===== config.mk =====
export PLATFORM = sky130hd
export DESIGN_NAME = hb_rate_ctrl
export DESIGN_NICKNAME = d
export VERILOG_FILES = /design/src/rtl/hb_rate_pkg.sv /design/src/rtl/hb_mode_decode.sv /design/src/rtl/hb_phase_track.sv /design/src/rtl/hb_strobe_gen.sv /design/src/rtl/hb_rate_ctrl.sv
export SDC_FILE = /design/constraint.sdc
export NUM_CORES = 1
export LEC_CHECK = 0
export ABC_CLOCK_PERIOD_IN_PS = 900
export BUFFER_PORTS_ARGS = -buffer_cell sky130_fd_sc_hd__buf_2
export CORE_AREA = 2 2 39 41
export DETAILED_ROUTE_END_ITERATION = 10
export DIE_AREA = 0 0 41 43
export PLACE_DENSITY_LB_ADDON = 0.05
export SETUP_SLACK_MARGIN = 0.02
export SLEW_MARGIN = 10
export SYNTH_ARGS = -nofsm -noshare
export SYNTH_HDL_FRONTEND = slang
export SYNTH_SLANG_ARGS = --single-unit

===== constraint.sdc =====
create_clock -name clk -period 0.9 [get_ports clk]
set_clock_uncertainty 0.05 [all_clocks]
set_input_delay 0.09 -clock clk [delete_from_list [all_inputs] [get_ports clk]]
set_output_delay 0.09 -clock clk [all_outputs]
set_load 0.02 [all_outputs]

===== src/rtl/hb_rate_pkg.sv =====
package hb_rate_pkg;

   typedef enum logic [1:0] {
      MODE_EQUAL     = 2'b00,
      MODE_DECIM     = 2'b01,
      MODE_INT_HALF  = 2'b10,
      MODE_INT_UNITY = 2'b11
   } rate_mode_e;

   localparam int unsigned VARIANT_A = 0;
   localparam int unsigned VARIANT_B = 1;

endpackage


===== src/rtl/hb_mode_decode.sv =====
module hb_mode_decode
   import hb_rate_pkg::*;
#(
   parameter int unsigned VARIANT = VARIANT_A
) (
   input  logic       sel_hi,
   input  logic       sel_lo,
   output rate_mode_e mode,
   output logic       half_gain
);

   generate
      if (VARIANT == VARIANT_B) begin : g_tab_b
         // both pins low selects unity-gain interpolation
         always_comb begin
            case ({sel_hi, sel_lo})
               2'b00:   mode = MODE_INT_UNITY;
               2'b01:   mode = MODE_DECIM;
               2'b10:   mode = MODE_INT_HALF;
               default: mode = MODE_EQUAL;
            endcase
         end
         assign half_gain = (mode == MODE_INT_HALF);
      end else begin : g_tab_a
         // both pin states with equal levels select equal rate
         always_comb begin
            case ({sel_hi, sel_lo})
               2'b01:   mode = MODE_DECIM;
               2'b10:   mode = MODE_INT_HALF;
               default: mode = MODE_EQUAL;
            endcase
         end
         assign half_gain = 1'b0;
      end
   endgenerate

endmodule


===== src/rtl/hb_phase_track.sv =====
module hb_phase_track #(
   parameter int unsigned RATE = 2,
   localparam int unsigned PW = (RATE > 2) ? $clog2(RATE) : 1
) (
   input  logic          clk,
   input  logic          rst_n,
   input  logic          mark,
   input  logic          armed,
   output logic [PW-1:0] phase
);

   localparam logic [PW-1:0] LAST = PW'(RATE - 1);

   logic          mark_q;
   logic [PW-1:0] ph_q;
   logic [PW-1:0] ph_adv;
   logic          mark_fall;

   assign mark_fall = mark_q & ~mark;
   assign ph_adv    = (ph_q == LAST) ? '0 : ph_q + 1'b1;
   assign phase     = mark_fall ? '0 : ph_adv;

   // reset to the last phase so the first live cycle lands on phase 0
   always_ff @(posedge clk) begin
      if (!rst_n) begin
         mark_q <= 1'b0;
         ph_q   <= LAST;
      end else begin
         mark_q <= mark;
         ph_q   <= phase;
      end
   end

   assert_phase_bound_R8: assert property (@(posedge clk) disable iff (!rst_n)
      phase <= LAST);

   assert_phase_step_R8: assert property (@(posedge clk) disable iff (!rst_n)
      (armed && !($past(mark) && !mark)) |->
         (phase == (($past(phase) == LAST) ? '0 : $past(phase) + 1'b1)));

endmodule


===== src/rtl/hb_strobe_gen.sv =====
module hb_strobe_gen
   import hb_rate_pkg::*;
#(
   parameter int unsigned RATE = 2,
   localparam int unsigned PW = (RATE > 2) ? $clog2(RATE) : 1
) (
   input  rate_mode_e    mode,
   input  logic [PW-1:0] phase,
   output logic          cap_en,
   output logic          zero_sel,
   output logic          out_en
);

   localparam logic [PW-1:0] CAP_PH = '0;
   localparam logic [PW-1:0] OUT_PH = PW'(RATE - 1);

   always_comb begin
      cap_en   = 1'b1;
      zero_sel = 1'b0;
      out_en   = 1'b1;
      case (mode)
         MODE_DECIM: begin
            out_en = (phase == OUT_PH);
         end
         MODE_INT_HALF, MODE_INT_UNITY: begin
            cap_en   = (phase == CAP_PH);
            zero_sel = (phase != CAP_PH);
         end
         default: begin
         end
      endcase
   end

endmodule


===== src/rtl/hb_rate_ctrl.sv =====
module hb_rate_ctrl
   import hb_rate_pkg::*;
#(
   parameter int unsigned VARIANT = VARIANT_A,
   parameter int unsigned RATE    = 2
) (
   input  logic       clk,
   input  logic       rst_n,
   input  logic       mode_pin_hi,
   input  logic       mode_pin_lo,
   input  logic       phase_mark,
   output logic       cap_en,
   output logic       zero_sel,
   output logic       out_en,
   output logic [1:0] mode_code,
   output logic       half_gain
);

   localparam int unsigned PW = (RATE > 2) ? $clog2(RATE) : 1;

   initial begin
      chk_variant: assert (VARIANT == VARIANT_A || VARIANT == VARIANT_B)
         else $error("hb_rate_ctrl: VARIANT must be 0 or 1");
      chk_rate: assert (RATE >= 2 && RATE <= 16)
         else $error("hb_rate_ctrl: RATE must lie in 2..16");
   end

   rate_mode_e    mode;
   logic [PW-1:0] phase;
   logic          armed_q;

   // set after the first clock out of reset; qualifies $past in checks
   always_ff @(posedge clk) begin
      if (!rst_n) armed_q <= 1'b0;
      else        armed_q <= 1'b1;
   end

   hb_mode_decode #(.VARIANT(VARIANT)) u_decode (
      .sel_hi    (mode_pin_hi),
      .sel_lo    (mode_pin_lo),
      .mode      (mode),
      .half_gain (half_gain)
   );

   hb_phase_track #(.RATE(RATE)) u_phase (
      .clk   (clk),
      .rst_n (rst_n),
      .mark  (phase_mark),
      .armed (armed_q),
      .phase (phase)
   );

   hb_strobe_gen #(.RATE(RATE)) u_strobe (
      .mode     (mode),
      .phase    (phase),
      .cap_en   (cap_en),
      .zero_sel (zero_sel),
      .out_en   (out_en)
   );

   assign mode_code = mode;

   assert_equal_full_R5: assert property (@(posedge clk) disable iff (!rst_n)
      (mode_code == 2'b00) |-> (cap_en && out_en && !zero_sel));

   assert_decim_cap_R4: assert property (@(posedge clk) disable iff (!rst_n)
      (mode_code == 2'b01) |-> (cap_en && !zero_sel));

   assert_interp_split_R3: assert property (@(posedge clk) disable iff (!rst_n)
      (mode_code[1]) |-> ((cap_en ^ zero_sel) && out_en));

   assert_mark_align_R6: assert property (@(posedge clk) disable iff (!rst_n)
      (armed_q && mode_code[1] && $past(phase_mark) && !phase_mark) |-> cap_en);

   assert_gain_flag_R9: assert property (@(posedge clk) disable iff (!rst_n)
      half_gain |-> (mode_code == 2'b10 && VARIANT == VARIANT_B));

   assert_unity_gain_R2: assert property (@(posedge clk) disable iff (!rst_n)
      (mode_code == 2'b11) |-> !half_gain);

   generate
      if (RATE == 2) begin : g_half_checks
         assert_decim_alt_R4: assert property (@(posedge clk) disable iff (!rst_n)
            (armed_q && mode_code == 2'b01 && $past(mode_code) == 2'b01 &&
             !($past(phase_mark) && !phase_mark)) |-> (out_en != $past(out_en)));

         assert_interp_alt_R7: assert property (@(posedge clk) disable iff (!rst_n)
            (armed_q && mode_code[1] && $past(mode_code[1]) &&
             !($past(phase_mark) && !phase_mark)) |-> (cap_en != $past(cap_en)));
      end
   endgenerate

endmodule


# Word-level counts from Yosys, hierarchy flattened
# Cells that the tools add are included.
[classes] n_addsub=1 n_mul=0 n_div=0 magnitude_cmp=0 n_eq_ne=5 n_shift=0 mux=6 bitwise_logic=3 n_reduce_logical=1
[op_table] op="$eq 2x2->1 const B" n=3
[op_table] op="$mux 1" n=5
[op_table] op="$eq 2x1->1 const B" n=2
[op_table] op="$pmux 2 s2" n=1
[op_table] op="$not 1->1" n=2
[op_table] op="$reduce_or 2->1" n=1
[op_table] op="$add 1x1->1 const B" n=1
[op_table] op="$and 1x1->1" n=1
[totals] regBits=2 latchBits=0 mem_bits_rw=0 romBits=0 input_bits=5 wordCells=18 mem_count=0

# Longest topological paths before layout
# Gate-level depths: netlist (run 1).
[depth] ltp_word=5 mapped_depth=2 ltp_nobuf=2

# Hierarchy
# From an unflattened synthesis (run 1), not the netlist that was laid out.
[hier_totals] cells_unflattened=14 hier_area_um2=140.1
[modules_own_cells] module="hb_phase_track" n_inst=1 cells_each=6 area_each_um2=73.8
[modules_own_cells] module="hb_mode_decode" n_inst=1 cells_each=4 area_each_um2=26.3
[modules_own_cells] module="hb_rate_ctrl" n_inst=1 cells_each=1 area_each_um2=20.0
[modules_own_cells] module="hb_strobe_gen" n_inst=1 cells_each=3 area_each_um2=20.0

# Worst setup path after synthesis (run 1)
# OpenSTA, ideal clock, no wires.
[synth_path] path_kind="reg-to-output" startpoint="reg u_phase.mark_q" endpoint="out zero_sel" t_arrival_ns=0.946 path_slack_ns=-0.186 path_stages_with_launch=3 path_buffers=0 cell_sequence="dfxtp_1 > nor2b_1 > nor3b_1"
[synth_via] elab_chain_cells=3
[synth_lines] item="start, declared" line="hb_phase_track.sv:14" rtl="logic mark_q;"
[synth_lines] item="start signal, assigned" line="hb_phase_track.sv:29" rtl="mark_q <= mark;"
[synth_lines] item="$and 1x1->1" line="hb_phase_track.sv:19" rtl="assign mark_fall = mark_q & ~mark;"
[synth_lines] item="$mux 1" line="hb_phase_track.sv:21" rtl="assign phase = mark_fall ? '0 : ph_adv;"
[synth_lines] item="$mux 1" line="hb_strobe_gen.sv:21" rtl="case (mode)"
[synth_lines] item="end, declared" line="hb_rate_ctrl.sv:13" rtl="output logic zero_sel,"
# Every way passes these cells.

# Final worst setup path (run 1)
[layout_path] startpoint="reg u_phase.mark_q" endpoint="out cap_en"
[layout_via] elab_chain_cells=4
[layout_lines] item="$and 1x1->1" line="hb_phase_track.sv:19"
[layout_lines] item="$mux 1" line="hb_phase_track.sv:21"
[layout_lines] item="$not 1->1" line="hb_strobe_gen.sv:26" rtl="cap_en = (phase == CAP_PH);"
[layout_lines] item="$mux 1" line="hb_strobe_gen.sv:21"
[layout_lines] item="end, declared" line="hb_rate_ctrl.sv:12" rtl="output logic cap_en,"
# Every way passes these cells.

==> key figures, run 1 <==
Status
  • Status: complete, but fails checks
  • Failing checks: negative setup slack

Power and ir drop
  • Total Power: 0.0003676 W
  • PD cells: 1530 mW/mm²
  • Max VDD drop: 0.3147 mV
  • Leakage: 0.1151 nW

STA
  • Final hold violation count: 0
  • Fmax: 0.7918 GHz
  • Finish-stage setup viols: 3
  • Final Max Tran Viols: 0
  • Fin crit period: 1.263 ns
  • Period Utilization, post-route: 140.3%
  • RSZ-0062 raised after global routing: yes
  • Final WS setup: -0.3629 ns
  • Setup TNS Final: -0.8940 ns

Yosys
  • Synth Instances: 12
  • Sequential area share after synthesis: 35.96%
  • Ys Warns: 0
  • Synth top area share: 35.96%
  • Mean post-synth cell area: 9.280 µm²
  • Cell Area, Synth: 111.4 µm²
  • Distinct cell type count after synthesis: 10
  • FF+latch count, synth: 2
  • Synthesized Nets: 17
  • Synth area leader: dfxtp_1
  • Synth area leaders: dfxtp_1, nor2b_4, o21ai_1

Floorplan
  • Die span in x: 41 µm
  • Core Rows: 14
  • Initial Utilization: 8.047%
  • IO Count: 11
  • Die Footprint: 0.001763 mm²
  • Core Region: 0.001384 mm²
  • Die height: 43 µm

Global route
  • Vias in the first global route: 99
  • Global Route Usage Sum: 3.707%
  • Initial antenna violation count: 0
  • Grt total ovfl: 0
  • First-pass GRT wire length: 345 µm
  • Largest net degree at the start of global routing: 4

Setup path
  • RR Startpoint: u_phase.mark_q
  • Startpoint Class: flop
  • Worst path slowest cell: or3b_4
  • Worst setup EP type: primary output
  • Flop-to-flop setup slack: 0.11 ns
  • CP startpoint: u_phase.mark_q
  • Max incr delay on CP: 0.36 ns
  • Required time worst endpoint: 0.76 ns
  • Critical Path AT: 1.12 ns
  • Critical path fanouts, max: 2
  • Buffers & Inverters on Critical Path: 1
  • Critical path cell sequence: nor2b_4 > or3b_4 > buf_6
  • Critical path's top delay family: simple AND/OR/NAND/NOR gates
  • Critical path class: reg -> out

Clock network
  • Clk_lat worst skew: 0.22 ns
  • CTS tree: done
  • Clk pin slew, worst setup/hold paths: 0.03 ns
  • Num CTS Buffers: 3
  • H-Tree Depth: 1
  • Root Driver: clkbuf_4
  • Clock sink count: 2
  • Max clock buf depth: 2

Route
  • DRC: 0
  • Post-route ant nets: 0
  • Post-DR wirelength/cell: 6.878 µm
  • DRT Wirelength: 282 µm
  • DR vias: 123
  • Vias/cell: 3.000
  • Drt pass-1 iters: 2
  • Initial DRC count: 2

Cells and area
  • Number of fill cells: 159
  • Fraction of layout cells with a size suffix above 1: 76.00%
  • Fin cells: 41
  • Area of the multi-input gates: 82.58 µm²
  • Antenna fix cells: 0
  • Area Growth Syn to Fin: 115.7%
  • Final nets: 32
  • Sequential Area: 40.04 µm²

Place
  • Detailed Place HPWL: 255 µm
  • Placed cells: 38
  • IO Port Bufs: 9
  • Gp weighted congestion: 0.5056

Min path
  • Critical hold path startpoint: rst_n
  • Worst min path class: in -> reg

Job
  • Max_cap viols: 0
-- cell usage after synthesis --
cell type,number
and2_1,1
and2b_1,1
buf_4,1
conb_1,1
dfxtp_1,2
nor2b_1,1
nor2b_4,1
nor3b_1,1
o21ai_1,2
or3b_1,1
-- through the flow --
stage / instance area [µm²] / setup slack, ns / hold WS (ns) / util, %
after floorplan: 126.4 / -0.06317 / 0.1200 / -
after global placement: 198.9 / -0.1682 / 0.2423 / 14.38
after detailed placement: 198.9 / -0.1713 / 0.2494 / 14.38
after CTS: 232.7 / -0.3752 / 0.01757 / 16.82
after global routing: 240.2 / -0.3938 / 0.03170 / 17.36
final: 240.2 / -0.3629 / 0.02769 / 17.36
-- sequential cells by signal, indices dropped and copies added (netlist names) --
signal,count
u_phase.mark_q,1
u_phase.ph_q,1
-- final timing paths --
kind | to | depth (start not counted)
max | cap_en | 3
min | u_phase.ph_q | 2
max reg2reg | u_phase.ph_q | 3
min reg2reg | u_phase.ph_q | 2
-- logic make-up (layout without fill, tap and decap cells) --
family                 after synthesis  after routing  share of synthesized area (%)
and+or+nand+nor                      6              6                          44.95
AOI/OAI and AO/OA                    2              2                          8.989
DFF                                  2              2                          35.96
other                                1              1                          3.368
buffers and inverters                1             14                          6.744
-- cell type report --
cell class / instances / share of cell area, %
Multi-Input combinational cell: 9 / 34.38
Timing Repair Buffer: 11 / 31.25
Sequential cell: 2 / 16.67
Clock buffer: 3 / 9.375
Tap cell: 16 / 8.333
-- worst reg2reg max path, stage by stage, from the launching register on --
cell	delay [ns]
dfxtp_1	0.29
nor2b_4	0.14
buf_4	0.13
o21ai_1	0.05
-- report_power, final --
| group | leakage (nW) | switching (W) | internal, W |
|---|---|---|---|
| Combinational | 0.0845 | 0.0000400 | 0.0000410 |
| Sequential | 0.0167 | 0.00000213 | 0.0000954 |
| Clock | 0.0138 | 0.0000428 | 0.000146 |
-- repair_timing --
action	4_1_cts	5_1_grt
cloned	0	0
setup endpoints to repair	3	3
setup buffers	0	0
pin swaps	1	0
hold buffers	0	0
gates resized for setup	4	2
-- cells in the final DEF, fill, tap and decap left out, types with 2 or more instances in the layout --
| cell | n |
|---|---|
| buf_6 | 2 |
| nor2b_4 | 2 |
| clkbuf_4 | 3 |
| dfxtp_1 | 2 |
| buf_4 | 3 |
| buf_2 | 6 |
-- routing by layer --
layer	track usage [%]	part of all wire, %
met1	3.514	43
met3	4.712	19
met5	0	0
met4	4.000	0
met2	3.438	38
(Power assumes the default switching activity.)
==> run 2: changes to the inputs <==
CTS_BUF_LIST = sky130_fd_sc_hd__clkbuf_16   (was unset)
SLEW_MARGIN = 20   (was 10)
==> run 2 against run 1 <==
The run still ends with negative setup slack left. Register-to-register slack hardly changed. Via count is 0.81% higher. Global-route usage is 0.10 points lower. Combinational power hardly changed. Critical path type unchanged.
==> key figures, run 2 (synthesis gave the netlist of run 1 again) <==
Cells and area
  • Number of fill cells: 154
  • Fraction of layout cells with a size suffix above 1: 76.00%
  • Antenna fix cells: 0
  • Commonest non-fill, non-tap cells in the layout: buf_2, clkbuf_16, buf_4
  • Fin cells: 41
  • Area Growth Syn to Fin: 162.9%
  • Largest regs: u_phase.mark_q x1, u_phase.ph_q x1
  • Final nets: 32
  • Most common cell after layout, fill and taps aside: buf_2

STA
  • Fin crit period: 1.262 ns
  • RSZ-0062 raised after global routing: yes
  • WHS: 0.02916 ns
  • Final WS setup: -0.3624 ns
  • Final Max Tran Viols: 0
  • Period Utilization, post-route: 140.3%
  • Finish-stage setup viols: 3
  • Fmax: 0.7922 GHz
  • Final hold violation count: 0
  • Setup TNS Final: -0.8923 ns

Job
  • Max_cap viols: 0

Place
  • DP Worst Slack: -0.1713 ns
  • Placed cells: 38
  • Detailed Place HPWL: 255 µm
  • Gp weighted congestion: 0.5056
  • IO Port Bufs: 9

Route
  • DRT Wirelength: 298 µm
  • DRC: 0
  • Drt pass-1 iters: 2
  • Initial DRC count: 2
  • DR vias: 124
  • Post-DR wirelength/cell: 7.268 µm
  • Post-route ant nets: 0
  • Vias/cell: 3.024

Floorplan
  • Initial Utilization: 8.047%
  • Core Rows: 14
  • IO Count: 11
  • Die height: 43 µm
  • Die Footprint: 0.001763 mm²
  • Die span in x: 41 µm
  • Core Region: 0.001384 mm²

Min path
  • Worst min path class: in -> reg

Clock network
  • Clock sink count: 2
  • Root Driver: clkbuf_16
  • CTS hold repair buffers: 0
  • H-Tree Depth: 1
  • Num CTS Buffers: 3
  • Max clock buf depth: 2
  • Clk pin slew, worst setup/hold paths: 0.03 ns
  • Clk_lat worst skew: 0.22 ns
  • CTS tree: done

Global route
  • First-pass GRT wire length: 365 µm
  • Largest net degree at the start of global routing: 4
  • Grt total ovfl: 0
  • Vias in the first global route: 105
  • Initial antenna violation count: 0
  • Global Route Usage Sum: 3.607%

Status
  • Failing checks: negative setup slack
  • Status: complete, but fails checks

Setup path
  • Worst setup EP type: primary output
  • Required time worst endpoint: 0.76 ns
  • Critical path class: reg -> out
  • Worst path slowest cell: or3b_4
  • Critical path cell sequence: nor2b_4 > or3b_4 > buf_6
  • Max incr delay on CP: 0.36 ns
  • Startpoint Class: flop
  • Critical path fanouts, max: 2
  • Critical Path AT: 1.12 ns

Power and ir drop
  • Leakage: 0.1382 nW
  • PD cells: 2854 mW/mm²
  • Max VDD drop: 0.7428 mV
-- run 2: changes by cell type in the layout (fill, tap and decap cells not counted) --
cell,change
clkbuf_16,+3
clkbuf_4,-3
-- run 2: timing repair --
item | CTS | global route
endpoints found under the setup margin | 3 | 3
hold endpoints to repair | 0 | 0
gates resized for setup | 4 | 2
pin swaps | 1 | 0
setup buffers | 0 | 0
-- run 2: cell type report --
class                           count  area (µm²)  area share [%]
Multi-Input combinational cell      9       82.58           28.21
Sequential cell                     2       40.04           13.68
Clock buffer                        3       75.07           25.64
Tap cell                           16       20.02           6.838
Timing Repair Buffer               11       75.07           25.64
-- run 2: path summary, 6_finish.rpt --
kind / start / end / slack [ns] / cells past startpoint
hold / removal: rst_n / u_phase.ph_q / 0.03 / 2
hold reg to reg: u_phase.ph_q / u_phase.ph_q / 0.51 / 2
setup / recovery: u_phase.mark_q / cap_en / -0.36 / 3
setup reg to reg: u_phase.mark_q / u_phase.ph_q / 0.11 / 3
-- run 2: where the power goes --
group	internal, W	switching (W)
Sequential	0.0000954	0.00000214
Clock	0.000564	0.0000927
Combinational	0.0000410	0.0000400
Total	0.000701	0.000135
-- run 2: routing by layer --
metal	vias to the layer above	global-route usage (%)	wire [µm]
met2	10	3.438	113
met5	-	0	0
li1	63	-	-
met4	0	4.000	0
met3	0	3.141	52
met1	51	4.153	131
-- run 2: through the flow --
stage	power (W)	cell area [µm²]	util [%]
floorplan	0.0001424	126.4	-
global placement	0.0001718	198.9	14.38
detailed placement	0.0001713	198.9	14.38
CTS	0.0008447	285.3	20.61
global route	0.0008626	292.8	21.16
finish	0.0008357	292.8	21.16
-- run 2: critical path: cells and delay by family, from the launching register on --
family        cells  cell delay [ns]
flops             1             0.28
buf+inv           1             0.14
simple gates      2             0.48
==> run 3: changes to the inputs <==
==> constraint.sdc (replaced) <==
create_clock -name clk -period 0.9 [get_ports clk]
set_clock_uncertainty 0.05 [all_clocks]
set_input_delay 0.18 -clock clk [delete_from_list [all_inputs] [get_ports clk]]
set_output_delay 0.18 -clock clk [all_outputs]
set_load 0.02 [all_outputs]
==> run 3 against run 2 <==
The run still ends with negative setup slack left. Routed wire length is 5.0% higher. Cell count stayed put. Sequential share of layout area is 0.88 points lower. Largest power group unchanged.
==> key figures, run 3 (synthesis gave the netlist of run 1 again) <==
Power and ir drop
  • Leakage: 0.1435 nW
  • PD cells: 2708 mW/mm²
  • Max VDD drop: 0.9833 mV

Clock network
  • Setup repair bufs after CTS: 0
  • CTS tree: done
  • Max clock buf depth: 2
  • CTS hold repair buffers: 0
  • Clk pin slew, worst setup/hold paths: 0.03 ns
  • Clock sink count: 2
  • Clk_lat worst skew: 0.22 ns
  • H-Tree Depth: 1
  • Root Driver: clkbuf_16
  • Num CTS Buffers: 3

Setup path
  • CP startpoint: u_phase.mark_q
  • Required time worst endpoint: 0.67 ns
  • Startpoint Class: flop
  • Worst path slowest cell: or3b_4
  • R2r endpoint: u_phase.ph_q
  • Max incr delay on CP: 0.36 ns
  • Worst Reg-to-Reg Cells: 3
  • Critical path class: reg -> out
  • Critical Path End: cap_en
  • Critical Path AT: 1.12 ns
  • RR Startpoint: u_phase.mark_q
  • Critical path cell sequence: nor2b_4 > or3b_4 > buf_6
  • Worst setup EP type: primary output
  • Critical path fanouts, max: 2
  • Flop-to-flop setup slack: 0.12 ns

Min path
  • Worst min path class: in -> reg

Global route
  • First-pass GRT wire length: 462 µm
  • Grt total ovfl: 0
  • Vias in the first global route: 117
  • Global Route Usage Sum: 5.010%
  • Largest net degree at the start of global routing: 4
  • Initial antenna violation count: 0

STA
  • Period Utilization, post-route: 150.1%
  • Final Max Tran Viols: 0
  • Final WS setup: -0.4513 ns
  • Final hold violation count: 0
  • RSZ-0062 raised after global routing: yes
  • WHS: 0.1028 ns
  • Fmax: 0.7400 GHz
  • Finish-stage setup viols: 3
  • Fin crit period: 1.351 ns

Floorplan
  • Die height: 43 µm
  • Core Rows: 14
  • Core Region: 0.001384 mm²
  • Die Footprint: 0.001763 mm²
  • Die span in x: 41 µm
  • Initial Utilization: 8.047%
  • IO Count: 11

Place
  • Gp weighted congestion: 0.4854
  • DP Worst Slack: -0.2705 ns
  • IO Port Bufs: 9

Cells and area
  • Final nets: 32
  • Most common cell after layout, fill and taps aside: buf_6
  • Antenna fix cells: 0
  • Area Growth Syn to Fin: 180.9%
  • Commonest non-fill, non-tap cells in the layout: buf_6, clkbuf_16, buf_2, buf_4
  • Largest regs: u_phase.mark_q x1, u_phase.ph_q x1
  • Fraction of layout cells with a size suffix above 1: 80.00%

Route
  • DRC: 0
  • Vias/cell: 3.171
  • Drt pass-1 iters: 1
  • DRT Wirelength: 313 µm
  • DR vias: 130
  • Post-route ant nets: 0
  • Initial DRC count: 0
  • Post-DR wirelength/cell: 7.634 µm

Job
  • Max_cap viols: 0

Status
  • Status: complete, but fails checks
  • Failing checks: negative setup slack
==> run 3: cell counts in the layout (fill, tap and decap cells not counted) <==
No cell type changed its count.
==> run 3: per-layer routing <==
metal / up-vias / part of all wire [%] / GRT usage [%]
li1: 64 / - / -
met1: 54 / 39 / 4.473
met2: 12 / 39 / 4.688
met3: 0 / 22 / 6.283
met4: 0 / 0 / 6.000
met5: - / 0 / 0
==> run 3: worst min-delay path by stage <==
stage                     start           end  slack (ns)  cells past startpoint
final                     rst_n  u_phase.ph_q        0.10                      2
after CTS                 rst_n  u_phase.ph_q        0.11                      2
after detailed placement  rst_n  u_phase.ph_q        0.33                      2
after global routing      rst_n  u_phase.ph_q        0.12                      2
after global placement    rst_n  u_phase.ph_q        0.33                      2
after floorplan           rst_n  u_phase.ph_q        0.21                      1
==> run 3: critical path, delay by kind of cell (launching register included) <==
kind | cells | cell delay (ns)
simple gates | 2 | 0.48
buf+inv | 1 | 0.14
flops | 1 | 0.28
==> run 3: power breakdown <==
group	internal [W]	switching, W	total, W
Clock	0.000565	0.0000952	0.000660
Combinational	0.0000495	0.0000402	0.0000898
Sequential	0.0000954	0.00000214	0.0000975
==> run 3: final cells by class <==
| cell class | count | area, µm² |
|---|---|---|
| fill | 155 | 1071 |
| timing repair buffer | 11 | 93.84 |
| multi-input combinational | 9 | 83.83 |
| clock buffer | 3 | 75.07 |
| sequential | 2 | 40.04 |
| tap | 16 | 20.02 |
==> run 3: per-stage QoR <==
step	util (%)	instances	power, W	setup TNS [ns]	area [µm²]
2_1_floorplan	-	12	0.0001424	-0.2808	126.4
3_3_place_gp	14.38	38	0.0001717	-0.5735	198.9
3_5_place_dp	14.38	38	0.0001713	-0.5743	198.9
4_1_cts	20.61	41	0.0008483	-1.202	285.3
5_1_grt	22.60	41	0.0008864	-1.300	312.8
6_report	22.60	41	0.0008471	-1.166	312.8
==> run 3: what timing repair did <==
item,in CTS,in global routing
endpoints found under the hold margin,0,0
pin swaps,1,0
resized for setup,4,8
setup endpoints to repair,3,4
